## src/rtl/cmdseq_pkg.sv

```systemverilog
package cmdseq_pkg;
  typedef enum logic [2:0] {
    CMD_NONE   = 3'd0,
    CMD_STORE  = 3'd1,
    CMD_RECALL = 3'd2,
    CMD_AS_ON  = 3'd3,
    CMD_AS_OFF = 3'd4
  } cmd_e;

  localparam int unsigned NUM_CMDS = 4;
  localparam int unsigned SEQ_LEN  = 6;
  localparam int unsigned PRE_LEN  = SEQ_LEN - 1;
  localparam int unsigned IDX_W    = $clog2(SEQ_LEN);
endpackage

```

## src/rtl/cmdseq_final_decode.sv

```systemverilog
module cmdseq_final_decode
  import cmdseq_pkg::*;
#(
  parameter int unsigned ADDR_W = 16,
  parameter logic [ADDR_W-1:0] A_STORE  = 16'h35E9,
  parameter logic [ADDR_W-1:0] A_RECALL = 16'h5C17,
  parameter logic [ADDR_W-1:0] A_AS_ON  = 16'h2A74,
  parameter logic [ADDR_W-1:0] A_AS_OFF = 16'h18C2
) (
  input  logic [ADDR_W-1:0] addr,
  output cmd_e              cmd
);
  always_comb begin
    cmd = CMD_NONE;
    if      (addr == A_STORE)  cmd = CMD_STORE;
    else if (addr == A_RECALL) cmd = CMD_RECALL;
    else if (addr == A_AS_ON)  cmd = CMD_AS_ON;
    else if (addr == A_AS_OFF) cmd = CMD_AS_OFF;
  end
endmodule

```

## src/rtl/cmdseq_matcher.sv

```systemverilog
module cmdseq_matcher
  import cmdseq_pkg::*;
#(
  parameter int unsigned ADDR_W = 16,
  parameter logic [PRE_LEN*ADDR_W-1:0] PREFIX = '0
) (
  input  logic              clk,
  input  logic              rst,
  input  logic              rd_done,
  input  logic              wr_done,
  input  logic [ADDR_W-1:0] addr,
  input  logic              lockout,
  input  cmd_e              final_cmd,
  output logic              hit
);
  logic [IDX_W-1:0]   idx;
  logic [PRE_LEN-1:0] eq;

  for (genvar i = 0; i < PRE_LEN; i++) begin : g_cmp
    assign eq[i] = (addr == PREFIX[i*ADDR_W +: ADDR_W]);
  end

  logic at_final, rd_live, step_ok;
  assign at_final = (idx == IDX_W'(PRE_LEN));
  assign rd_live  = rd_done && !wr_done && !lockout;
  assign step_ok  = !at_final && eq[idx];
  assign hit      = rd_live && at_final && (final_cmd != CMD_NONE);

  always_ff @(posedge clk) begin
    if (rst || lockout || wr_done) begin
      idx <= '0;
    end else if (rd_done) begin
      if (step_ok)      idx <= idx + 1'b1;
      else if (hit)     idx <= '0;
      else if (eq[0])   idx <= IDX_W'(1);
      else              idx <= '0;
    end
  end

  a_r6_idx_range: assert property (@(posedge clk) disable iff (rst)
    idx <= IDX_W'(PRE_LEN));
  a_r5_write_clears: assert property (@(posedge clk) disable iff (rst)
    (wr_done && !lockout) |=> (idx == '0));
  a_r8_locked_idle: assert property (@(posedge clk) disable iff (rst)
    lockout |=> (idx == '0));
  a_r7_idle_holds: assert property (@(posedge clk) disable iff (rst)
    (!rd_done && !wr_done && !lockout) |=> $stable(idx));
endmodule

```

## src/rtl/cmdseq_lock.sv

```systemverilog
module cmdseq_lock
  import cmdseq_pkg::*;
(
  input  logic                clk,
  input  logic                rst,
  input  logic                hit,
  input  cmd_e                cmd,
  input  logic                op_done,
  output logic [NUM_CMDS-1:0] stb,
  output logic                lockout
);
  logic [NUM_CMDS-1:0] stb_next;

  for (genvar c = 0; c < NUM_CMDS; c++) begin : g_stb
    assign stb_next[c] = hit && (cmd == cmd_e'(c + 1));
  end

  always_ff @(posedge clk) begin
    if (rst) begin
      stb     <= '0;
      lockout <= 1'b0;
    end else begin
      stb <= lockout ? '0 : stb_next;
      if (lockout) lockout <= !op_done;
      else         lockout <= hit;
    end
  end

  a_r4_onehot: assert property (@(posedge clk) disable iff (rst)
    $onehot0(stb));
  a_r4_one_cycle: assert property (@(posedge clk) disable iff (rst)
    (stb != '0) |=> (stb == '0));
  a_r8_lock_with_stb: assert property (@(posedge clk) disable iff (rst)
    (stb != '0) |-> lockout);
  a_r8_lock_holds: assert property (@(posedge clk) disable iff (rst)
    (lockout && !op_done) |=> lockout);
  a_r8_no_stb_locked: assert property (@(posedge clk) disable iff (rst)
    lockout |=> (stb == '0));
  a_r9_done_unlocked: assert property (@(posedge clk) disable iff (rst)
    (!lockout && !hit) |=> !lockout);
endmodule

```

## src/rtl/cmdseq_detect.sv

```systemverilog
module cmdseq_detect
  import cmdseq_pkg::*;
#(
  parameter int unsigned ADDR_W = 16,
  parameter logic [ADDR_W-1:0] A_P0 = 16'h4E21,
  parameter logic [ADDR_W-1:0] A_P1 = 16'h1BD3,
  parameter logic [ADDR_W-1:0] A_P2 = 16'h7A06,
  parameter logic [ADDR_W-1:0] A_P3 = 16'h0C5F,
  parameter logic [ADDR_W-1:0] A_P4 = 16'h62B8,
  parameter logic [ADDR_W-1:0] A_STORE  = 16'h35E9,
  parameter logic [ADDR_W-1:0] A_RECALL = 16'h5C17,
  parameter logic [ADDR_W-1:0] A_AS_ON  = 16'h2A74,
  parameter logic [ADDR_W-1:0] A_AS_OFF = 16'h18C2
) (
  input  logic              clk,
  input  logic              rst,
  input  logic              rd_done,
  input  logic              wr_done,
  input  logic [ADDR_W-1:0] addr,
  input  logic              op_done,
  output logic              stb_store,
  output logic              stb_recall,
  output logic              stb_as_on,
  output logic              stb_as_off,
  output logic              lockout
);
  localparam logic [PRE_LEN*ADDR_W-1:0] PREFIX = {A_P4, A_P3, A_P2, A_P1, A_P0};

  cmd_e                final_cmd;
  logic                hit;
  logic [NUM_CMDS-1:0] stb;

  cmdseq_final_decode #(
    .ADDR_W(ADDR_W), .A_STORE(A_STORE), .A_RECALL(A_RECALL),
    .A_AS_ON(A_AS_ON), .A_AS_OFF(A_AS_OFF)
  ) u_dec (
    .addr(addr), .cmd(final_cmd)
  );

  cmdseq_matcher #(.ADDR_W(ADDR_W), .PREFIX(PREFIX)) u_match (
    .clk(clk), .rst(rst), .rd_done(rd_done), .wr_done(wr_done),
    .addr(addr), .lockout(lockout), .final_cmd(final_cmd), .hit(hit)
  );

  cmdseq_lock u_lock (
    .clk(clk), .rst(rst), .hit(hit), .cmd(final_cmd),
    .op_done(op_done), .stb(stb), .lockout(lockout)
  );

  assign stb_store  = stb[0];
  assign stb_recall = stb[1];
  assign stb_as_on  = stb[2];
  assign stb_as_off = stb[3];
endmodule

```

## config.mk

```make
export PLATFORM = sky130hd
export DESIGN_NAME = cmdseq_detect
export DESIGN_NICKNAME = d
export VERILOG_FILES = /design/src/rtl/cmdseq_pkg.sv /design/src/rtl/cmdseq_final_decode.sv /design/src/rtl/cmdseq_matcher.sv /design/src/rtl/cmdseq_lock.sv /design/src/rtl/cmdseq_detect.sv
export SDC_FILE = /design/constraint.sdc
export NUM_CORES = 1
export LEC_CHECK = 0
export BUFFER_PORTS_ARGS = -buffer_cell sky130_fd_sc_hd__buf_2
export CAP_MARGIN = 30
export CORE_MARGIN = 2
export CORE_UTILIZATION = 49
export CTS_BUF_LIST = sky130_fd_sc_hd__clkbuf_8 sky130_fd_sc_hd__clkbuf_16
export DETAILED_ROUTE_END_ITERATION = 8
export GPL_TIMING_DRIVEN = 0
export PLACE_DENSITY = 0.75
export SYNTH_ARGS = -nofsm -noshare
export SYNTH_HDL_FRONTEND = slang
export SYNTH_HIERARCHICAL = 1
export SYNTH_SLANG_ARGS = --single-unit
export TNS_END_PERCENT = 30
```

## constraint.sdc

```tcl
create_clock -name clk -period 2.1 [get_ports clk]
set_input_delay 0.105 -clock clk [delete_from_list [all_inputs] [get_ports clk]]
set_output_delay 0.105 -clock clk [all_outputs]
set_load 0.02 [all_outputs]
```

==> results of run 1 <==
[metrics by stage]
step                hold WS [ns]  instance area [um^2]  worst slack [ns]  cells
finish                    0.0577                  1000             0.158    134
global route              0.0765                  1000            0.0228    134
CTS                       0.0539                   971            0.0893    132
detailed placement         0.292                   930            -0.123    129
global placement           0.287                   930           -0.0683    129
floorplan                  0.178                   790             0.259     89
[worst max path at each step]
stage / cells past startpoint / slack [ns] / start / end
after global placement: 8 / -0.07 / addr[5] / u_lock/stb[0]
final: 8 / 0.16 / addr[3] / u_lock/stb[1]
after detailed placement: 8 / -0.12 / addr[5] / u_lock/stb[0]
after floorplan: 7 / 0.26 / addr[5] / u_lock/stb[0]
after global routing: 8 / 0.02 / addr[3] / u_lock/stb[0]
after CTS: 8 / 0.09 / addr[5] / u_lock/stb[1]
[sequential cells by signal, indices dropped and copies added (netlist names)]
signal	count
u_lock/stb	4
u_match/idx	3
u_lock/lockout	1
[per-layer routing]
metal / vias up / routed length, um / GRT usage [%]
li1: 420 / - / -
met1: 440 / 907 / 30.1
met2: 41 / 1030 / 38.5
met3: 2 / 129 / 2.45
met4: 0 / 12 / 7.27
met5: - / 0 / 0
[area by class of cell]
type | instances | share of cell area (%)
Inverter | 1 | 0.375
Sequential cell | 8 | 16.0
Buffer | 1 | 0.499
Multi-Input combinational cell | 79 | 63.5
Tap cell | 16 | 2.00
Clock buffer | 3 | 4.12
Timing Repair Buffer | 26 | 13.5
[Yosys cell counts, types with 2 or more instances]
library cell / n / area share, %
nor3b_2: 2 / 3.2
a21oi_1: 2 / 1.3
nor3_1: 4 / 2.5
o211a_1: 2 / 2.5
nor4bb_1: 3 / 3.8
a31oi_1: 2 / 1.6
or3_2: 2 / 1.9
nor2_1: 9 / 4.3
nand4bb_1: 2 / 2.9
nor4_1: 2 / 1.6
nand2_1: 6 / 2.9
dfxtp_1: 8 / 20
nand4b_1: 3 / 3.3
nor3b_1: 3 / 2.9
ha_1: 2 / 3.2
nand4_1: 7 / 5.5
[logic make-up (layout without fill, tap and decap cells)]
group,Yosys count,count (layout)
buffers and inverters,2,31
AO/OA/AOI/OAI,14,14
AND/OR/NAND/NOR,63,63
flip-flops,8,8
adder cells (fa/ha/maj),2,2
[worst register-to-register path, stage by stage (launching register included)]
cell and delay (ns):
dfxtp_1 0.37, inv_1 0.12, ha_1 0.22, nor3_1 0.22
nand4_1 0.15, or3_2 0.45, nand4_1 0.13, a31oi_1 0.08
[where the power goes]
group	switching, mW	internal, mW
combinational	0.0421	0.0305
sequential	0.000000499	0.153
clock	0.0536	0.124
total	0.0957	0.307
[what timing repair did]
item	4_1_cts	5_1_grt
setup buffers	0	2
endpoints found under the setup margin	0	3
gates resized for setup	0	3
==> results.py, run 1 <==
metrics = {
    "status": {
        "outcome": "complete, no violations",
    },
    "cells_and_area": {
        "fillerInstances": 131,
        "utilization_pct": 66.5,
        "drive_gt1_share_pct": 40.7,
        "multi_input_area_um2": 637,
        "final_cell_mix": "buf_2, nor2_1, dfxtp_1",
        "final_common_cell": "buf_2",
        "final_nets": 143,
        "syn2layout_area_growth_pct": 26.9,
        "antenna_cells": 0,
        "regArea_um2": 160,
    },
    "logic_synthesis": {
        "syn_inst": 89,
        "synth-adder-area-share_pct": 3.17,
        "synth_compound_area_share_pct": 15.1,
        "synthMuxAreaShare_pct": 0,
        "yosys.area_share.simple_pct": 60.4,
        "synth_edf_count": 0,
        "synth_xor_xnor_area_share_pct": 0,
        "ys_types": 46,
        "yosys_warnings": 6,
        "synth-seq-cells": 8,
        "synthArstFlopShare_pct": 0,
        "syn_area_per_cell_um2": 8.87,
        "synth_fp_nets": 112,
        "synth_seq_area_share_pct": 20.3,
        "synth-main-ff-cell": "dfxtp_1",
        "synth_top_family_by_area": "simple AND/OR/NAND/NOR gates",
        "syn-cell-area_um2": 790,
    },
    "worst_setup_path": {
        "r2r-start": "u_match/idx[1]",
        "crit_path_max_incr_delay_ns": 0.51,
        "worstRegToRegCells": 7,
        "endpoint_kind": "flip-flop",
        "path_class": "input pin to flip-flop",
        "cp_slowest_cell": "or4b_4",
        "arrival_ns": 2.09,
        "worstSetupStartpointType": "input pin",
        "cp.required_ns": 2.24,
        "reg2reg_to": "u_match/idx[0]",
        "path_max_fanout": 7,
        "reg2reg_setup_slack_ns": 0.24,
        "path_cells": "buf_2 > nand4b_1 > nor4bb_2 > o211a_1 > nor3_1 > nor2_2 > or4b_4 > nor3b_2",
        "critPathTopFamily": "simple AND/OR/NAND/NOR gates",
        "crit_buf_inv": 1,
    },
    "cts": {
        "cts.path.max_buffers": 2,
        "cts_root_buf": "clkbuf_8",
        "cts_tree": "built",
        "tritoncts.num_buffers": 3,
        "clock_latency_ns": 0.22,
        "clk_pin_slew_ns": 0.04,
        "hold_buffers": 0,
        "htreeDepth": 1,
        "cts.sinks": 8,
    },
    "global_routing": {
        "grt_pass1_vias": 782,
        "grt_max_degree": 10,
        "grt_antenna_before_repair": 0,
        "track_usage_pct": 22.7,
        "grt-ovfl-total": 0,
        "grt_pass1_wl_um": 3370,
    },
    "sta": {
        "fin_crit_sh_pct": 92.5,
        "fin_crit_ns": 1.94,
        "hold_violations": 0,
        "rsz0062_at_grt": "no",
        "fin_skew_ns": 0.00418,
        "final-max-slew-violation-count": 0,
        "max_freq_mhz": 515,
        "relSlewSlack_pct": 78.2,
        "tightest_slew_ns": 0.324,
        "setup-violations-final": 0,
        "tns_ns": 0,
    },
    "drt": {
        "wl_per_cell_um": 15.5,
        "avgViaCountPerCell": 6.74,
        "dr.pass1.iters": 4,
        "vias": 903,
        "drcViolationCount": 0,
        "wl_um": 2080,
        "detail-route-antenna-nets": 0,
        "dr.first_iter.drc_count": 30,
    },
    "power_and_ir_drop": {
        "leakage_nw": 0.359,
        "power_uw": 402,
        "p_per_area_mw_per_mm2": 402,
        "vdd_ir_drop_max_mv": 0.230,
    },
    "hold_path": {
        "hp-class": "input pin to flip-flop",
        "holdPathEnd": "u_lock/lockout",
        "hold_start": "op_done",
        "min_path_cells": 2,
    },
    "die": {
        "io_pins": 26,
        "core-area_mm2": 0.00151,
        "dieArea_mm2": 0.00195,
        "die_w_um": 44.1,
        "start_util_pct": 52.4,
        "rows": 14,
        "die_y_um": 44.1,
    },
    "job": {
        "drv_cap": 0,
    },
    "placement": {
        "portBuffers": 24,
        "dp_hpwl_um": 1600,
        "gp_congestion": 0.878,
    },
}
No activity file was read; power rests on OpenSTA's default activity.
==> run 2, diff against run 1 <==
--- a/config.mk
+++ b/config.mk
@@ -12,7 +12,7 @@
 export CTS_BUF_LIST = sky130_fd_sc_hd__clkbuf_8 sky130_fd_sc_hd__clkbuf_16
 export DETAILED_ROUTE_END_ITERATION = 8
 export GPL_TIMING_DRIVEN = 0
-export PLACE_DENSITY = 0.75
+export PLACE_DENSITY = 0.8
 export SYNTH_ARGS = -nofsm -noshare
 export SYNTH_HDL_FRONTEND = slang
 export SYNTH_HIERARCHICAL = 1
==> run 2 against run 1 <==
Effect of this change:
- sequential cell count unchanged
- final cell count stayed put
- highest routed layer unchanged
- fmax decreased by 1.6%
- sequential power barely moved
- wire length barely moved
- worst setup slack worse by 0.032 ns
- final area decreased by 0.87%
- die area did not move
- first-iteration DRC count decreased by 17%
- utilization decreased by 0.58 points
- clock power up 2%
==> results.py, run 2 (synthesis gave the netlist of run 1 again) <==
metrics = {
    "die": {
        "rows": 14,
        "die_y_um": 44.1,
        "die_w_um": 44.1,
        "dieArea_mm2": 0.00195,
        "start_util_pct": 52.4,
        "core-area_mm2": 0.00151,
        "io_pins": 26,
    },
    "placement": {
        "dp_hpwl_um": 1560,
        "portBuffers": 24,
        "dp.cells": 129,
        "gp_congestion": 0.913,
    },
    "cells_and_area": {
        "multi_input_area_um2": 628,
        "largest_register_ffs": 4,
        "final_nets": 143,
        "regMostFlops": "u_lock/stb",
        "final_cell_mix": "buf_2, nor2_1, dfxtp_1",
        "fillerInstances": 141,
        "antenna_cells": 0,
        "regArea_um2": 160,
        "final_common_cell": "buf_2",
        "stdcell_count": 134,
        "syn2layout_area_growth_pct": 25.8,
        "reg.largest.list": "u_lock/stb (4), u_match/idx (3), u_lock/lockout (1)",
        "drive_gt1_share_pct": 39.0,
    },
    "worst_setup_path": {
        "endpoint_kind": "flip-flop",
        "crit_buf_inv": 1,
        "critPathTopFamily": "simple AND/OR/NAND/NOR gates",
        "cp_slowest_cell": "or4b_4",
        "crit_path_max_incr_delay_ns": 0.51,
        "path_class": "input pin to flip-flop",
        "path_max_fanout": 7,
        "arrival_ns": 2.13,
        "path_cells": "buf_2 > nand4b_1 > nor4bb_1 > o211a_1 > nor3_1 > nor2_1 > or4b_4 > nor3b_2",
        "worstSetupStartpointType": "input pin",
        "cp.required_ns": 2.25,
    },
    "sta": {
        "final-max-slew-violation-count": 0,
        "setup-violations-final": 0,
        "rsz0062_at_grt": "no",
        "max_freq_mhz": 507,
        "tightest_slew_ns": 0.345,
        "hold_violations": 0,
        "fin_skew_ns": 0.00191,
        "fin_crit_sh_pct": 94.0,
        "fin_crit_ns": 1.97,
        "relSlewSlack_pct": 76.7,
    },
    "cts": {
        "tritoncts.num_buffers": 3,
        "cts_root_buf": "clkbuf_8",
        "clk_pin_slew_ns": 0.04,
        "cts_tree": "built",
        "cts.sinks": 8,
        "cts.path.max_buffers": 2,
        "clock_latency_ns": 0.22,
        "htreeDepth": 1,
    },
    "drt": {
        "vias": 846,
        "dr.pass1.iters": 4,
        "detail-route-antenna-nets": 0,
        "wl_um": 2080,
        "avgViaCountPerCell": 6.31,
        "drcViolationCount": 0,
        "dr.first_iter.drc_count": 25,
        "wl_per_cell_um": 15.5,
    },
    "power_and_ir_drop": {
        "power_uw": 404,
        "vdd_ir_drop_max_mv": 0.194,
        "p_per_area_mw_per_mm2": 407,
        "leakage_nw": 0.359,
    },
    "hold_path": {
        "hp-class": "input pin to flip-flop",
    },
    "global_routing": {
        "track_usage_pct": 23.0,
        "grt_pass1_vias": 803,
        "grt_pass1_wl_um": 3380,
        "grt_max_degree": 10,
        "grt_antenna_before_repair": 0,
        "grt-ovfl-total": 0,
    },
    "job": {
        "drv_cap": 0,
    },
    "status": {
        "outcome": "complete, no violations",
    },
}
## run 2: changes by cell type in the layout (fill, tap and decap cells not counted)
| cell | delta |
|---|---|
| nor2_2 | -1 |
| nor4bb_2 | -1 |
| nor2_1 | +1 |
| nor4bb_1 | +1 |
## run 2: path summary, 6_finish.rpt
check / from / endpoint / slack (ns) / cells past startpoint
worst max-delay path: addr[3] / u_lock/stb[0] / 0.13 / 8
worst min-delay path: op_done / u_lock/lockout / 0.07 / 2
worst max register to register: u_match/idx[1] / u_match/idx[0] / 0.31 / 7
worst min register to register: u_lock/lockout / u_lock/lockout / 0.57 / 1
## run 2: area by class of cell
class | count | share of cell area, %
Buffer | 1 | 0.504
Tap cell | 16 | 2.02
Sequential cell | 8 | 16.1
Inverter | 1 | 0.378
Timing Repair Buffer | 26 | 13.6
Multi-Input combinational cell | 79 | 63.2
Clock buffer | 3 | 4.16
## run 2: timing repair
action	in CTS	in global routing
hold buffers	0	0
hold endpoints to repair	0	0
gates resized for setup	0	1
setup buffers	0	2
setup endpoints to repair	0	2
## run 2: per-stage QoR
| stage | setup WS [ns] | cell area [um^2] | setup TNS [ns] | util [%] | hold slack (ns) |
|---|---|---|---|---|---|
| after floorplan | 0.259 | 790 | 0 | - | 0.178 |
| after global placement | -0.0853 | 930 | -0.138 | 61.7 | 0.289 |
| after detailed placement | -0.115 | 930 | -0.253 | 61.7 | 0.302 |
| after CTS | 0.0904 | 971 | 0 | 64.5 | 0.0694 |
| after global routing | 0.0616 | 993 | 0 | 65.9 | 0.0985 |
| final | 0.126 | 993 | 0 | 65.9 | 0.0730 |
## run 2: power by group
part | total (mW) | internal (mW) | switching [mW]
Sequential | 0.153 | 0.153 | 0.000000494
Clock | 0.181 | 0.124 | 0.0575
Combinational | 0.0704 | 0.0302 | 0.0402
## run 2: routing by layer
metal | global-route usage [%] | wire (um) | vias to the layer above
li1 | - | - | 424
met1 | 27.7 | 919 | 394
met2 | 39.4 | 1050 | 24
met3 | 3.67 | 80 | 4
met4 | 10.9 | 23 | 0
met5 | 0 | 0 | -
